**src/rtl/trig_pkg.sv**
```systemverilog
package trig_pkg;
    typedef enum logic [1:0] {
        TRG_ARM1  = 2'd0,
        TRG_ARM2  = 2'd1,
        TRG_FIRED = 2'd2
    } trg_state_e;

    localparam int SEL_W = 3;
    localparam logic [SEL_W-1:0] SEL_ADDR = 3'd4;
    localparam logic [SEL_W-1:0] SEL_DATA = 3'd5;
    localparam logic [SEL_W-1:0] SEL_MASK = 3'd6;
    localparam logic [SEL_W-1:0] SEL_CTL  = 3'd7;
endpackage

```
**src/rtl/trig_pc_bank.sv**
```systemverilog
module trig_pc_bank #(
    parameter int N_PC = 4,
    parameter int PC_W = 32
) (
    input  logic            clk,
    input  logic            rst_n,
    input  logic [N_PC-1:0] ref_we,
    input  logic [PC_W-1:0] ref_wval,
    input  logic            pc_valid,
    input  logic [PC_W-1:0] pc_value,
    output logic [N_PC-1:0] pc_hit
);
    for (genvar g = 0; g < N_PC; g++) begin : g_cmp
        logic [PC_W-1:0] ref_d, ref_q;

        always_comb begin
            ref_d = ref_q;
            if (ref_we[g]) ref_d = ref_wval;
        end

        always_ff @(posedge clk or negedge rst_n) begin
            if (!rst_n) ref_q <= '0;
            else        ref_q <= ref_d;
        end

        assign pc_hit[g] = pc_valid && (pc_value == ref_q);
    end
endmodule

```
**src/rtl/trig_bus_match.sv**
```systemverilog
module trig_bus_match #(
    parameter int ADDR_W = 24,
    parameter int DATA_W = 32
) (
    input  logic              clk,
    input  logic              rst_n,
    input  logic              addr_we,
    input  logic              data_we,
    input  logic              mask_we,
    input  logic [DATA_W-1:0] wval,
    input  logic              bus_valid,
    input  logic              bus_dbg,
    input  logic [ADDR_W-1:0] bus_addr,
    input  logic [DATA_W-1:0] bus_data,
    output logic              addr_hit,
    output logic              data_hit
);
    typedef struct packed {
        logic [ADDR_W-1:0] addr;
        logic [DATA_W-1:0] data;
        logic [DATA_W-1:0] mask;
    } bus_ref_t;

    bus_ref_t r_d, r_q;
    logic     qualified;

    always_comb begin
        r_d = r_q;
        if (addr_we) r_d.addr = wval[ADDR_W-1:0];
        if (data_we) r_d.data = wval;
        if (mask_we) r_d.mask = wval;
    end

    always_ff @(posedge clk or negedge rst_n) begin
        if (!rst_n) begin
            r_q.addr <= '0;
            r_q.data <= '0;
            r_q.mask <= '1;
        end else begin
            r_q <= r_d;
        end
    end

    // accesses from the debug port are never qualified
    assign qualified = bus_valid && !bus_dbg;
    assign addr_hit  = qualified && (bus_addr == r_q.addr);
    assign data_hit  = qualified && ((bus_data & r_q.mask) == (r_q.data & r_q.mask));
endmodule

```
**src/rtl/trig_seq.sv**
```systemverilog
module trig_seq
    import trig_pkg::*;
#(
    parameter int N_PC = 4
) (
    input  logic                       clk,
    input  logic                       rst_n,
    input  logic                       ctl_we,
    input  logic [2*(N_PC+2)+3:0]      ctl_wval,
    input  logic [N_PC-1:0]            pc_hit,
    input  logic                       addr_hit,
    input  logic                       data_hit,
    input  logic                       halt_ack,
    input  logic                       irq_ack,
    output logic                       halt_req,
    output logic                       irq_req,
    output trg_state_e                 state
);
    localparam int EN_W   = N_PC + 2;
    localparam int L1_LSB = 0;
    localparam int L2_LSB = EN_W;
    localparam int TWO_B  = 2 * EN_W;
    localparam int AND1_B = TWO_B + 1;
    localparam int AND2_B = TWO_B + 2;
    localparam int RESP_B = TWO_B + 3;
    localparam int CTL_W  = TWO_B + 4;

    typedef struct packed {
        trg_state_e       st;
        logic             halt;
        logic             irq;
        logic [CTL_W-1:0] ctl;
    } seq_t;

    seq_t s_d, s_q;
    logic l1_hit, l2_hit, fire;

    function automatic logic level_eval(input logic [EN_W-1:0] en,
                                        input logic            use_and,
                                        input logic [N_PC-1:0] pm,
                                        input logic            ah,
                                        input logic            dh);
        logic pc_en, pc_c, a_en, d_en, any_en;
        pc_en  = |en[N_PC-1:0];
        pc_c   = |(en[N_PC-1:0] & pm);
        a_en   = en[N_PC];
        d_en   = en[N_PC+1];
        any_en = pc_en | a_en | d_en;
        if (use_and)
            return any_en && (!pc_en || pc_c) && (!a_en || ah) && (!d_en || dh);
        return pc_c || (a_en && ah) || (d_en && dh);
    endfunction

    assign l1_hit = level_eval(s_q.ctl[L1_LSB +: EN_W], s_q.ctl[AND1_B], pc_hit, addr_hit, data_hit);
    assign l2_hit = level_eval(s_q.ctl[L2_LSB +: EN_W], s_q.ctl[AND2_B], pc_hit, addr_hit, data_hit);

    always_comb begin
        s_d      = s_q;
        fire     = 1'b0;
        s_d.halt = s_q.halt && !halt_ack;
        s_d.irq  = s_q.irq && !irq_ack;
        if (ctl_we) begin
            s_d.ctl = ctl_wval;
            s_d.st  = TRG_ARM1;
        end else begin
            unique case (s_q.st)
                TRG_ARM1: begin
                    if (l1_hit) begin
                        if (s_q.ctl[TWO_B]) s_d.st = TRG_ARM2;
                        else                fire   = 1'b1;
                    end
                end
                TRG_ARM2:  if (l2_hit) fire = 1'b1;
                default:   s_d.st = TRG_FIRED;
            endcase
        end
        if (fire) begin
            s_d.st = TRG_FIRED;
            if (s_q.ctl[RESP_B]) s_d.irq  = 1'b1;
            else                 s_d.halt = 1'b1;
        end
    end

    always_ff @(posedge clk or negedge rst_n) begin
        if (!rst_n) begin
            s_q.st   <= TRG_ARM1;
            s_q.halt <= 1'b0;
            s_q.irq  <= 1'b0;
            s_q.ctl  <= '0;
        end else begin
            s_q <= s_d;
        end
    end

    assign halt_req = s_q.halt;
    assign irq_req  = s_q.irq;
    assign state    = s_q.st;
endmodule

```
**src/rtl/dbg_trigger_unit.sv**
```systemverilog
module dbg_trigger_unit
    import trig_pkg::*;
#(
    parameter int N_PC   = 4,
    parameter int PC_W   = 32,
    parameter int ADDR_W = 24,
    parameter int DATA_W = 32,
    parameter int CFG_W  = 32
) (
    input  logic              clk,
    input  logic              rst_n,
    input  logic              pc_valid,
    input  logic [PC_W-1:0]   pc_value,
    input  logic              bus_valid,
    input  logic              bus_dbg,
    input  logic [ADDR_W-1:0] bus_addr,
    input  logic [DATA_W-1:0] bus_data,
    input  logic              cfg_we,
    input  logic [SEL_W-1:0]  cfg_sel,
    input  logic [CFG_W-1:0]  cfg_wdata,
    input  logic              halt_ack,
    input  logic              irq_ack,
    output logic              halt_req,
    output logic              irq_req,
    output logic [1:0]        trig_level
);
    localparam int CTL_W = 2 * (N_PC + 2) + 4;

    logic [N_PC-1:0] pc_we;
    logic [N_PC-1:0] pc_hit;
    logic            addr_we, data_we, mask_we, ctl_we;
    logic            addr_hit, data_hit;
    trg_state_e      st;

    always_comb begin
        pc_we = '0;
        for (int k = 0; k < N_PC; k++)
            pc_we[k] = cfg_we && (cfg_sel == SEL_W'(k));
    end

    assign addr_we = cfg_we && (cfg_sel == SEL_ADDR);
    assign data_we = cfg_we && (cfg_sel == SEL_DATA);
    assign mask_we = cfg_we && (cfg_sel == SEL_MASK);
    assign ctl_we  = cfg_we && (cfg_sel == SEL_CTL);

    trig_pc_bank #(.N_PC(N_PC), .PC_W(PC_W)) u_pc (
        .clk      (clk),
        .rst_n    (rst_n),
        .ref_we   (pc_we),
        .ref_wval (cfg_wdata[PC_W-1:0]),
        .pc_valid (pc_valid),
        .pc_value (pc_value),
        .pc_hit   (pc_hit)
    );

    trig_bus_match #(.ADDR_W(ADDR_W), .DATA_W(DATA_W)) u_bus (
        .clk       (clk),
        .rst_n     (rst_n),
        .addr_we   (addr_we),
        .data_we   (data_we),
        .mask_we   (mask_we),
        .wval      (cfg_wdata[DATA_W-1:0]),
        .bus_valid (bus_valid),
        .bus_dbg   (bus_dbg),
        .bus_addr  (bus_addr),
        .bus_data  (bus_data),
        .addr_hit  (addr_hit),
        .data_hit  (data_hit)
    );

    trig_seq #(.N_PC(N_PC)) u_seq (
        .clk      (clk),
        .rst_n    (rst_n),
        .ctl_we   (ctl_we),
        .ctl_wval (cfg_wdata[CTL_W-1:0]),
        .pc_hit   (pc_hit),
        .addr_hit (addr_hit),
        .data_hit (data_hit),
        .halt_ack (halt_ack),
        .irq_ack  (irq_ack),
        .halt_req (halt_req),
        .irq_req  (irq_req),
        .state    (st)
    );

    assign trig_level = st;
endmodule

```
**config.mk**
```make
export PLATFORM = sky130hd
export DESIGN_NAME = dbg_trigger_unit
export DESIGN_NICKNAME = d
export VERILOG_FILES = /design/src/rtl/trig_pkg.sv /design/src/rtl/trig_pc_bank.sv /design/src/rtl/trig_bus_match.sv /design/src/rtl/trig_seq.sv /design/src/rtl/dbg_trigger_unit.sv
export SDC_FILE = /design/constraint.sdc
export NUM_CORES = 1
export LEC_CHECK = 0
export ABC_AREA = 1
export BUFFER_PORTS_ARGS = -buffer_cell sky130_fd_sc_hd__buf_2
export CORE_ASPECT_RATIO = 0.9
export CORE_MARGIN = 2
export CORE_UTILIZATION = 54
export DETAILED_ROUTE_END_ITERATION = 10
export HOLD_SLACK_MARGIN = 0.12
export PLACE_DENSITY = 0.77
export SLEW_MARGIN = 20
export SYNTH_ARGS = -nofsm -noshare
export SYNTH_HDL_FRONTEND = slang
export SYNTH_SLANG_ARGS = --single-unit
```
**constraint.sdc**
```tcl
create_clock -name clk -period 1.9 [get_ports clk]
set_clock_uncertainty 0.2 [all_clocks]
set_input_delay 0.285 -clock clk [delete_from_list [all_inputs] [get_ports clk]]
set_output_delay 0.285 -clock clk [all_outputs]
set_load 0.05 [all_outputs]
```
; ---- After elaboration in Yosys (flattened, before gate mapping)
; Cells that the tools add are included.
[totals]
ff_bits = 236
in_bits = 131
out_inout_bits = 4
[op_classes]
n_eq_ne = 17
mux = 18
bitwise = 8
n_reduce_logical = 53
[op_table]
columns = cell, count
row1 = $eq A32 B32 Y1, 5
row2 = $and A32 B32 Y32, 2
row3 = $logic_and A1 B1 Y1, 27
row4 = $eq A24 B24 Y1, 1
row5 = $reduce_or A4 Y1, 4
row6 = $eq A3 B3 Y1 const B, 4
row7 = $mux W1, 12
row8 = $logic_or A1 B1 Y1, 10
row9 = $logic_not A1 Y1, 9
row10 = $and A4 B4 Y4, 2
row11 = $ne A4 B2 Y1 const B, 2
row12 = $eq A3 B2 Y1 const B, 2
row13 = $mux W2, 3
row14 = $mux W4, 1
row15 = $or A1 B1 Y1, 4
row16 = $pmux W2 S2, 1
row17 = $eq A3 B1 Y1 const B, 1
row18 = $logic_not A3 Y1, 1
row19 = $ne A3 B2 Y1 const B, 1
row20 = $reduce_and A3 Y1, 1
row21 = $eq A2 B1 Y1 const B, 1
row22 = $logic_not A2 Y1, 1
row23 = $pmux W1 S2, 1

; ---- Depth between registers and ports, before layout
; Gate-level depths: netlist (run 1).
[depth]
depth_word = 15
ltp_mapped = 22
depth_no_buf = 21

; ---- Cells and area by module
; Synthesis (run 1) repeated with hierarchy kept, for this count alone.
[hier_totals]
hier_cells = 1528
hier_area_um2 = 12124.1
[by_module_without_submodules]
columns = module, n_inst, cells_each, area_per_inst_um2, seq_area_each_um2
row1 = trig_pc_bank, 1, 933, 6722.7, 3203.1
row2 = trig_bus_match, 1, 431, 4324.1, 2242.2
row3 = trig_seq, 1, 147, 1013.5, 500.5
row4 = dbg_trigger_unit, 1, 17, 63.8, 0.0

; ---- Least setup slack after synthesis (run 1)
; Ideal clock, no wire load.
[synth_path]
kind = register to register
startpoint = register u_bus.r_q[40] in the netlist's numbering
endpoint = register u_seq.state[1] (netlist name)
setup_time_ns = 0.113
arrival_time_ns = 1.705
required_ns = 1.587
slack_ns = -0.118
path_stages_with_launch = 16
n_path_buf = 0
synth_period_minus_slack_ns = 2.018
cell_sequence = dfrtp_1 or2_2 nand3_1 nand2_1 nor2_1 nand3_1 nor2_1 nand3_1 o211ai_1 nand3_2 nand2_2 inv_2 nand2_1 nand2_1 nand2_1 inv_1
[synth_via]
elab_chain_cells = 12
elab_cells_between_ends = 24
classes_between = eq/ne (4) / mux (9) / bitwise (1) / reduce/logical (10)
[synth_lines]
columns = item, line_no
row1 = from (decl), trig_bus_match.sv:24  ; bus_ref_t r_d, r_q;
row2 = from (signal assigned), trig_bus_match.sv:40  ; r_q <= r_d;
row3 = $and A32 B32 Y32 (*), trig_bus_match.sv:47  ; assign data_hit = qualified && ((bus_data & r_q.mask) == (r_q.data & r_q.mask));
row4 = $eq A32 B32 Y1 (*), trig_bus_match.sv:47
row5 = $logic_and A1 B1 Y1 (*), trig_bus_match.sv:47
row6 = $logic_or A1 B1 Y1, trig_seq.sv:50  ; return any_en && (!pc_en || pc_c) && (!a_en || ah) && (!d_en || dh);
row7 = $logic_and A1 B1 Y1, trig_seq.sv:50
row8 = $mux W1, trig_seq.sv:49  ; if (use_and)
row9 = $mux W1, trig_seq.sv:51  ; return pc_c || (a_en && ah) || (d_en && dh);
row10 = $mux W1 (on tied branches), "trig_seq.sv:73, trig_seq.sv:68"
row11 = $pmux W1 S2, trig_seq.sv:66  ; unique case (s_q.st)
row12 = $mux W1, trig_seq.sv:62  ; if (ctl_we) begin
row13 = $ne A4 B2 Y1 (no source line) / $ne A3 B2 Y1 (equally long branches), n/a
row14 = $reduce_and A3 Y1 (no source line), n/a
; Every way passes the cells marked *; elsewhere a longest branch is shown, timed or not. The select of a mux whose other input is x is not followed.
; A chain may end at the register's enable or synchronous reset.

; ---- Final worst setup path (run 1)
[layout_path]
startpoint = register u_pc.g_cmp[3].ref_q[28]
endpoint = register u_seq.state[1] (netlist name)
[layout_via]
elab_chain_cells = 15
elab_cells_between_ends = 31
classes_between = eq/ne (4) / mux (9) / bitwise (2) / reduce/logical (16)
[layout_lines]
columns = item, line_no
row1 = from (decl), trig_pc_bank.sv:14  ; logic [PC_W-1:0] ref_d, ref_q;
row2 = from (signal assigned), trig_pc_bank.sv:23  ; else ref_q <= ref_d;
row3 = $eq A32 B32 Y1 (*), trig_pc_bank.sv:26  ; assign pc_hit[g] = pc_valid && (pc_value == ref_q);
row4 = $logic_and A1 B1 Y1 (*), trig_pc_bank.sv:26
row5 = $and A4 B4 Y4, trig_seq.sv:45  ; pc_c = |(en[N_PC-1:0] & pm);
row6 = $reduce_or A4 Y1, trig_seq.sv:45
row7 = $logic_or A1 B1 Y1, trig_seq.sv:50
row8 = $logic_and A1 B1 Y1 (3 in series), trig_seq.sv:50
row9 = $mux W1, trig_seq.sv:49
row10 = $mux W1, trig_seq.sv:51
row11 = $mux W1 (on tied branches), "trig_seq.sv:73, trig_seq.sv:68"
row12 = $pmux W1 S2, trig_seq.sv:66
row13 = $mux W1, trig_seq.sv:62
row14 = $ne A4 B2 Y1 (no source line) / $ne A3 B2 Y1 (equally long branches), n/a
row15 = $reduce_and A3 Y1 (no source line), n/a
; Marks and branches as above.

==> results.yml, run 1 <==
worst_setup_path:
  worst-endpoint-required_ps: 2150
  critPathArrivalTime_ps: 2580
  cp_slowest_stage_delay_ps: 400
  startpoint_type: "register"
  worstSetupEndpointType: "register"
  critPathMaxFanout: 4
  cpLargestDelayFamily: "simple AND/OR/NAND/NOR gates"
  worstSetupPathType: "register to register"
  path_cells: "nand2_1 > nand2_1 > nor2_1 > nand2_1 > nor2_2 > nand2_2 > nor2_2 > nand3_1 > nand2_1 > nor2_2 > nand2_1 > nand2_1 > nand2_2 > nand3_2 > nand2_4 > inv_4 > nand2_2 > nand2_1 > nand2_1 > inv_1"
  timing.critical_path.buf_inv: 2
  critPathSlowestCell: "sky130_fd_sc_hd__dfrtp_1"
  most_used_cell_cp: "sky130_fd_sc_hd__nand2_1"
cts:
  clock_sinks: 236
  cts_root_buffer: "sky130_fd_sc_hd__clkbuf_16"
  path_clk_slew_ps: 60
  cts_max_path_buffers: 3
  clock_insertion_delay_worst_skew_ps: 550
  clock_tree_from_tritoncts: "done"
  total_clock_buffers_created_by_cts: 25
  h-tree-depth: 1
drt:
  routed_wire_length_on_met3_um: 3720
  m1WireLength_um: 20200
  num_vias: 13432
  highest-signal-layer: "met4"
  vias_per_cell: 5.46
  remaining_drc_errors: 0
  drt-total-wl_um: 47400
  first_pass_iters: 5
  drt.antenna.violating_nets: 0
  met2_length_um: 21600
  drt_iter0_markers: 1444
  wl_cell_um: 19.3
sta:
  setup_repair_after_global_routing_missed_its_margin: "yes"
  fin_crit_ps: 2330
  fin_crit_sh_pct: 123
  timing_hold_violations_final: 0
  max-slew-margin-rel_pct: 59.7
  slew_violations: 0
  timing.fmax_ghz: 0.428
  post-route-worst-setup-slack_ps: -434
  finalSetupViolCount: 4
  worst_pin_slew_ps: 604
placement:
  post-place-ws_ps: -679
  hpwlAfterDp_um: 35500
  placed_instance_count: 2359
  portBuffers: 134
  placed_cell_area_um2: 14900
  gp_routability_congestion: 1.08
yosys:
  synth.avg_cell_area_um2: 7.02
  yosys_top_cell_by_area: "sky130_fd_sc_hd__dfrtp_1"
  ys_top_cells_by_count: "638 x sky130_fd_sc_hd__nand2_1, 312 x sky130_fd_sc_hd__o21ai_0, 206 x sky130_fd_sc_hd__inv_1, 204 x sky130_fd_sc_hd__dfrtp_1, 183 x sky130_fd_sc_hd__nor2_1"
  yosysMostFrequentCell: "sky130_fd_sc_hd__nand2_1"
  synth_area_leaders: "sky130_fd_sc_hd__dfrtp_1 40%, sky130_fd_sc_hd__nand2_1 19%, sky130_fd_sc_hd__o21ai_0 12%"
  postSynthRegisterBits: 236
  gate_count_after_technology_mapping: 1833
  synth_async_sr_flop_share_pct: 100
  ys_seq_area_share_pct: 46.2
  synth_fp_nets: 1964
  synth-edff-count: 0
  library_cells_used_by_synthesis: 37
  cell_area_after_synthesis_um2: 12900
  ys.flop_type: "sky130_fd_sc_hd__dfrtp_1"
  netlist.area_leader.share_pct: 39.6
  synthesis.yosys.warnings: 0
floorplanning:
  die_w_um: 167
  core_region_area_um2: 23400
  top_level_ports: 135
  floorplan.die_area_um2: 25100
  starting_density_pct: 55.0
  die_h_um: 150
  placement_rows: 53
layout:
  area_delta_synth_final_pct: 28.2
  final_layout_size_suffix_gt1_share_pct: 22.7
  fillers: 1935
  fin_util_pct: 70.5
  final_net_count: 2267
  fin_cells: 2458
  fin_area_um2: 16500
global_route:
  grt.total_usage_pct: 37.6
  grt_antenna_before_repair: 1
  first_global_vias: 12838
  global_route_wire_length_before_repair_um: 72000
  grt_remaining_overflow: 0
  largest_net_degree_at_the_start_of_global_routing: 65
run_status:
  outcome: "complete, but fails checks"
  violations: "negative setup slack"
power:
  power_density_nw_per_um2: 1010
  worst_voltage_drop_across_the_vdd_grid_v: 0.000832
  leakage_nw: 8.50
  design_power_total_mw: 16.6
min_path:
  worstHoldPathType: "register to register"
run:
  max_cap_viol_count: 0
[layout make-up]
| cell class | instances | area [um2] | share of cell area, % |
|---|---|---|---|
| Antenna cell | 1 | 2.50 | 0.0152 |
| Clock buffer | 32 | 712 | 4.31 |
| Clock inverter | 14 | 128 | 0.773 |
| Inverter | 216 | 813 | 4.93 |
| Multi-Input combinational cell | 1326 | 6150 | 37.3 |
| Sequential cell | 236 | 5950 | 36.0 |
| Tap cell | 302 | 378 | 2.29 |
| Timing Repair Buffer | 331 | 2380 | 14.4 |
[cell usage in the layout (no fill, tap or decap), types with 32 or more instances in the layout]
master and count:
sky130_fd_sc_hd__nand3_1 39, sky130_fd_sc_hd__dfstp_2 32, sky130_fd_sc_hd__nand2_1 607, sky130_fd_sc_hd__inv_1 199, sky130_fd_sc_hd__nand2_2 35, sky130_fd_sc_hd__dlygate4sd3_1 40
sky130_fd_sc_hd__buf_4 147, sky130_fd_sc_hd__dfrtp_1 199, sky130_fd_sc_hd__o21ai_0 302, sky130_fd_sc_hd__buf_2 133, sky130_fd_sc_hd__nor2_1 153
[registers in the layout, indices dropped and copies added (netlist names)]
register,flops
u_seq.halt_req,1
u_seq.state,2
u_seq.s_q,16
u_seq.irq_req,1
u_bus.r_q,88
u_pc.g_cmp.ref_q,128
[tightest hold or removal path, stage by stage, from the launching register on]
cell	delay, ps
sky130_fd_sc_hd__dfrtp_1	340
sky130_fd_sc_hd__nand2_1	50
sky130_fd_sc_hd__o21ai_0	60
[final timing paths]
kind	start	to	slack [ps]	cells after the start
min in group asynchronous	rst_n	u_pc.g_cmp[3].ref_q[0]	590	3
max in group asynchronous	rst_n	u_bus.r_q[3]	220	4
min reg2reg	u_pc.g_cmp[1].ref_q[0]	u_pc.g_cmp[1].ref_q[0]	290	2
max	u_pc.g_cmp[3].ref_q[28]	u_seq.state[1]	-430	20
min	u_pc.g_cmp[1].ref_q[0]	u_pc.g_cmp[1].ref_q[0]	290	2
max reg2reg	u_pc.g_cmp[3].ref_q[28]	u_seq.state[1]	-430	20
[routing by layer]
layer | track usage (%) | vias up
met2 | 61.4 | 616
met5 | 0 | -
met3 | 5.39 | 114
met1 | 51.5 | 6313
li1 | - | 6389
met4 | 13.7 | 0
[metrics by stage]
stage | TNS, ps | hold slack (ps)
2_1_floorplan | -110 | -211
3_3_place_gp | -2460 | -8.86
3_5_place_dp | -2400 | -8.89
4_1_cts | -1280 | 253
5_1_grt | -2030 | 306
6_report | -1470 | 286
[cells by family after synthesis]
group	Yosys count	share of synthesized area, %
flops	236	46.2
xor+xnor	31	2.11
buf+inv	271	8.24
simple gates	939	29.3
compound gates	356	14.2
[power by group]
part	leakage (nW)	total, mW	switching, mW	internal, mW
clock	0.414	4.98	2.16	2.82
combinational	5.19	4.71	2.77	1.94
sequential	2.89	6.93	0.846	6.08
total	8.50	16.6	5.78	10.8
[timing repair]
| item | in CTS | in global routing |
|---|---|---|
| buffers inserted | 7 | 6 |
| gates resized for setup | 38 | 65 |
| endpoints found under the hold margin | 459 | 0 |
| cloned | 0 | 0 |
| pin swaps | 14 | 35 |
| hold buffers | 40 | 0 |
| setup endpoints to repair | 4 | 4 |
Power figures use the tool's default switching activity.
==> inputs of run 2 (changes only) <==
Settings changed: ABC_AREA 1 to default, CORE_UTILIZATION 54 to 53.
==> run 2 against run 1 <==
  * The flow still finishes with violations (negative setup slack)
  * Largest cell class is now sequential cells
  * Worst hold slack worse by 75 ps
  * Via count is 41% lower
  * Sequential power is 1% higher
  * Die area is 11% lower
==> results.yml, run 2 <==
yosys:
  synth.avg_cell_area_um2: 12.9
  synth_area_leaders: "sky130_fd_sc_hd__dfrtp_1 45%, sky130_fd_sc_hd__mux2_2 21%, sky130_fd_sc_hd__xnor2_1 7.6%"
  cell_area_after_synthesis_um2: 11200
  ys_top_cells_by_count: "211 x sky130_fd_sc_hd__mux2_2, 204 x sky130_fd_sc_hd__dfrtp_1, 98 x sky130_fd_sc_hd__xnor2_1, 80 x sky130_fd_sc_hd__xor2_1, 60 x sky130_fd_sc_hd__nand2_1"
  postSynthRegisterBits: 236
  library_cells_used_by_synthesis: 46
  synth_fp_nets: 1002
  yosys_top_cell_by_area: "sky130_fd_sc_hd__dfrtp_1"
  gate_count_after_technology_mapping: 871
  yosysMostFrequentCell: "sky130_fd_sc_hd__mux2_2"
  synthesis.yosys.warnings: 0
  synth-edff-count: 0
  ys.flop_type: "sky130_fd_sc_hd__dfrtp_1"
  ys_seq_area_share_pct: 52.9
  netlist.area_leader.share_pct: 45.4
  synth_async_sr_flop_share_pct: 100
sta:
  setup_tns_ps: -3400
  fin_crit_ps: 2790
  max-slew-margin-rel_pct: 64.8
  worst_pin_slew_ps: 524
  fin_crit_sh_pct: 147
  setup_repair_after_global_routing_missed_its_margin: "yes"
  slew_violations: 0
  post-route-worst-setup-slack_ps: -888
  timing.fmax_ghz: 0.359
  finalSetupViolCount: 4
  timing_hold_violations_final: 0
power:
  power.switching_mw: 4.39
  worst_voltage_drop_across_the_vdd_grid_v: 0.000742
  p_int_mw: 10.8
  share_seq_of_total_power_pct: 46.2
  swShare_pct: 28.9
  power.clock.fraction_pct: 30.4
  leakage_nw: 6.24
  p_comb_share_pct: 23.4
  power_density_nw_per_um2: 1070
worst_setup_path:
  timing.critical_path.buf_inv: 1
  critPathArrivalTime_ps: 3010
  startpoint_type: "register"
  rrSetupSlack_ps: -890
  worstReg2RegEnd: "u_seq.halt_req"
  critPathMaxFanout: 3
  cpLargestDelayFamily: "compound AO/OA/AOI/OAI gates"
  critPathSlowestCell: "sky130_fd_sc_hd__dfrtp_1"
  worstSetupPathType: "register to register"
  rr_startpoint: "u_bus.r_q[75]"
  worst_r2r_path_depth: 9
  setup.worst_path.start: "u_bus.r_q[75]"
  worstSetupEndpointType: "register"
  worst-endpoint-required_ps: 2130
  path_cells: "xor2_1 > nor4_1 > nand4_1 > nand4b_1 > buf_4 > a22o_1 > o41ai_4 > a31oi_2 > o32ai_2"
  cp_slowest_stage_delay_ps: 400
cts:
  clock_insertion_delay_worst_skew_ps: 520
  total_clock_buffers_created_by_cts: 24
  cts_max_path_buffers: 3
  h-tree-depth: 1
  clock_sinks: 236
  cts_root_buffer: "sky130_fd_sc_hd__clkbuf_16"
  clock_tree_from_tritoncts: "done"
  path_clk_slew_ps: 60
placement:
  placed_cell_area_um2: 13000
  placed_instance_count: 1338
  post-place-ws_ps: -1000
  hpwlAfterDp_um: 22000
  gp_routability_congestion: 0.899
  portBuffers: 134
layout:
  leading_cell_type_in_the_layout_fill_and_taps_excluded: "sky130_fd_sc_hd__mux2_2"
  registers.top_by_ff_count: "u_pc.g_cmp.ref_q"
  final_layout_size_suffix_gt1_share_pct: 47.0
  fin_util_pct: 68.3
  fin_cells: 1422
  fillers: 1531
  area_delta_synth_final_pct: 26.6
  most-common-layout-cells: "211 x sky130_fd_sc_hd__mux2_2, 204 x sky130_fd_sc_hd__dfrtp_1, 133 x sky130_fd_sc_hd__buf_2, 95 x sky130_fd_sc_hd__xnor2_1, 78 x sky130_fd_sc_hd__xor2_1"
  final_net_count: 1248
  largest_register_ffs: 128
  largest_registers: "u_pc.g_cmp.ref_q (128), u_bus.r_q (88), u_seq.s_q (16)"
  fin_area_um2: 14200
floorplanning:
  starting_density_pct: 53.9
  floorplan.die_area_um2: 22400
  top_level_ports: 135
  die_w_um: 157
  core_region_area_um2: 20800
  placement_rows: 50
  die_h_um: 142
min_path:
  min_path_cells: 6
  worstHoldPathType: "input port to register"
  worstHoldStart: "cfg_sel[0]"
  whs_endpoint: "u_seq.s_q[10]"
global_route:
  grt.total_usage_pct: 28.6
  grt_antenna_before_repair: 0
  global_route_wire_length_before_repair_um: 48100
  largest_net_degree_at_the_start_of_global_routing: 48
  grt_remaining_overflow: 0
  first_global_vias: 8406
drt:
  first_pass_iters: 5
  wl_cell_um: 21.8
  num_vias: 7953
  drt.antenna.violating_nets: 0
  vias_per_cell: 5.59
  remaining_drc_errors: 0
  drt_iter0_markers: 579
  drt-total-wl_um: 31000
run_status:
  violations: "negative setup slack"
  outcome: "complete, but fails checks"
run:
  max_cap_viol_count: 0
==> run 2: cell types whose count changed after synthesis, sizes merged, moves of 64 or more <==
cell | previous run | this run
mux2 | 0 | 211
inv | 216 | 8
xnor2 | 15 | 98
nor2 | 184 | 9
xor2 | 16 | 80
nand2 | 643 | 60
o21ai | 314 | 9
==> run 2: through the flow <==
stage	power, mW	hold WS, ps
2_1_floorplan	8.98	-211
3_3_place_gp	10.3	-0.176
3_5_place_dp	10.4	4.93
4_1_cts	15.2	194
5_1_grt	15.8	235
6_report	15.2	211
==> run 2: timing repair <==
action	4_1_cts	5_1_grt
pin swaps	5	13
endpoints found under the setup margin	4	4
buffers inserted	1	2
hold buffers	36	0
endpoints found under the hold margin	465	0
cloned	0	0
gates resized for setup	7	12
==> run 2: layout make-up <==
class / count / area, um2 / share of cell area, %
inverter: 8 / 30.0 / 0.211
sequential: 236 / 5950 / 41.8
antenna: 1 / 2.50 / 0.0176
tap: 286 / 358 / 2.51
multi-input combinational: 590 / 5280 / 37.1
timing repair buffer: 257 / 1840 / 13.0
clock buffer: 38 / 734 / 5.16
clock inverter: 6 / 35.0 / 0.246
==> run 2: cells by family after synthesis <==
logic type      count (synthesis)  synth area share (%)
buf+inv                        45                  1.57
mux                           211                  21.1
simple gates                  156                  7.30
flops                         236                  52.9
xor+xnor                      178                  13.9
compound gates                 45                  3.21
==> run 2: worst register-to-register path: stages, from the launching register on <==
cell and delay [ps]:
sky130_fd_sc_hd__dfrtp_1 400, sky130_fd_sc_hd__xor2_1 160, sky130_fd_sc_hd__nor4_1 330, sky130_fd_sc_hd__nand4_1 200, sky130_fd_sc_hd__nand4b_1 300, sky130_fd_sc_hd__buf_4 190
sky130_fd_sc_hd__a22o_1 250, sky130_fd_sc_hd__o41ai_4 380, sky130_fd_sc_hd__a31oi_2 90, sky130_fd_sc_hd__o32ai_2 200
==> run 2: worst max path at each step <==
stage                          end  slack (ps)  cells past startpoint
finish              u_seq.halt_req        -890                      9
global route        u_seq.state[0]       -1020                     10
CTS                 u_seq.state[0]        -820                      9
detailed placement  u_seq.halt_req       -1000                     11
global placement    u_seq.halt_req        -950                     11
floorplan           u_seq.halt_req        -390                      8
==> run 2: power groups by stage <==
| stage | Sequential (mW) | Combinational, mW | Clock, mW |
|---|---|---|---|
| after floorplan | 6.86 | 2.12 | 0 |
| final | 7.02 | 3.56 | 4.62 |
| after global routing | 7.14 | 3.82 | 4.88 |
| after global placement | 6.98 | 3.28 | 0 |
| after CTS | 6.98 | 3.51 | 4.67 |
| after detailed placement | 7.05 | 3.38 | 0 |
==> run 2: routing by layer <==
layer / vias to the layer above / GRT usage, % / wire, um
li1: 3553 / - / -
met5: - / 0 / 0
met3: 46 / 4.84 / 1930
met2: 255 / 47.0 / 14800
met1: 4099 / 39.6 / 13600
met4: 0 / 7.42 / 707
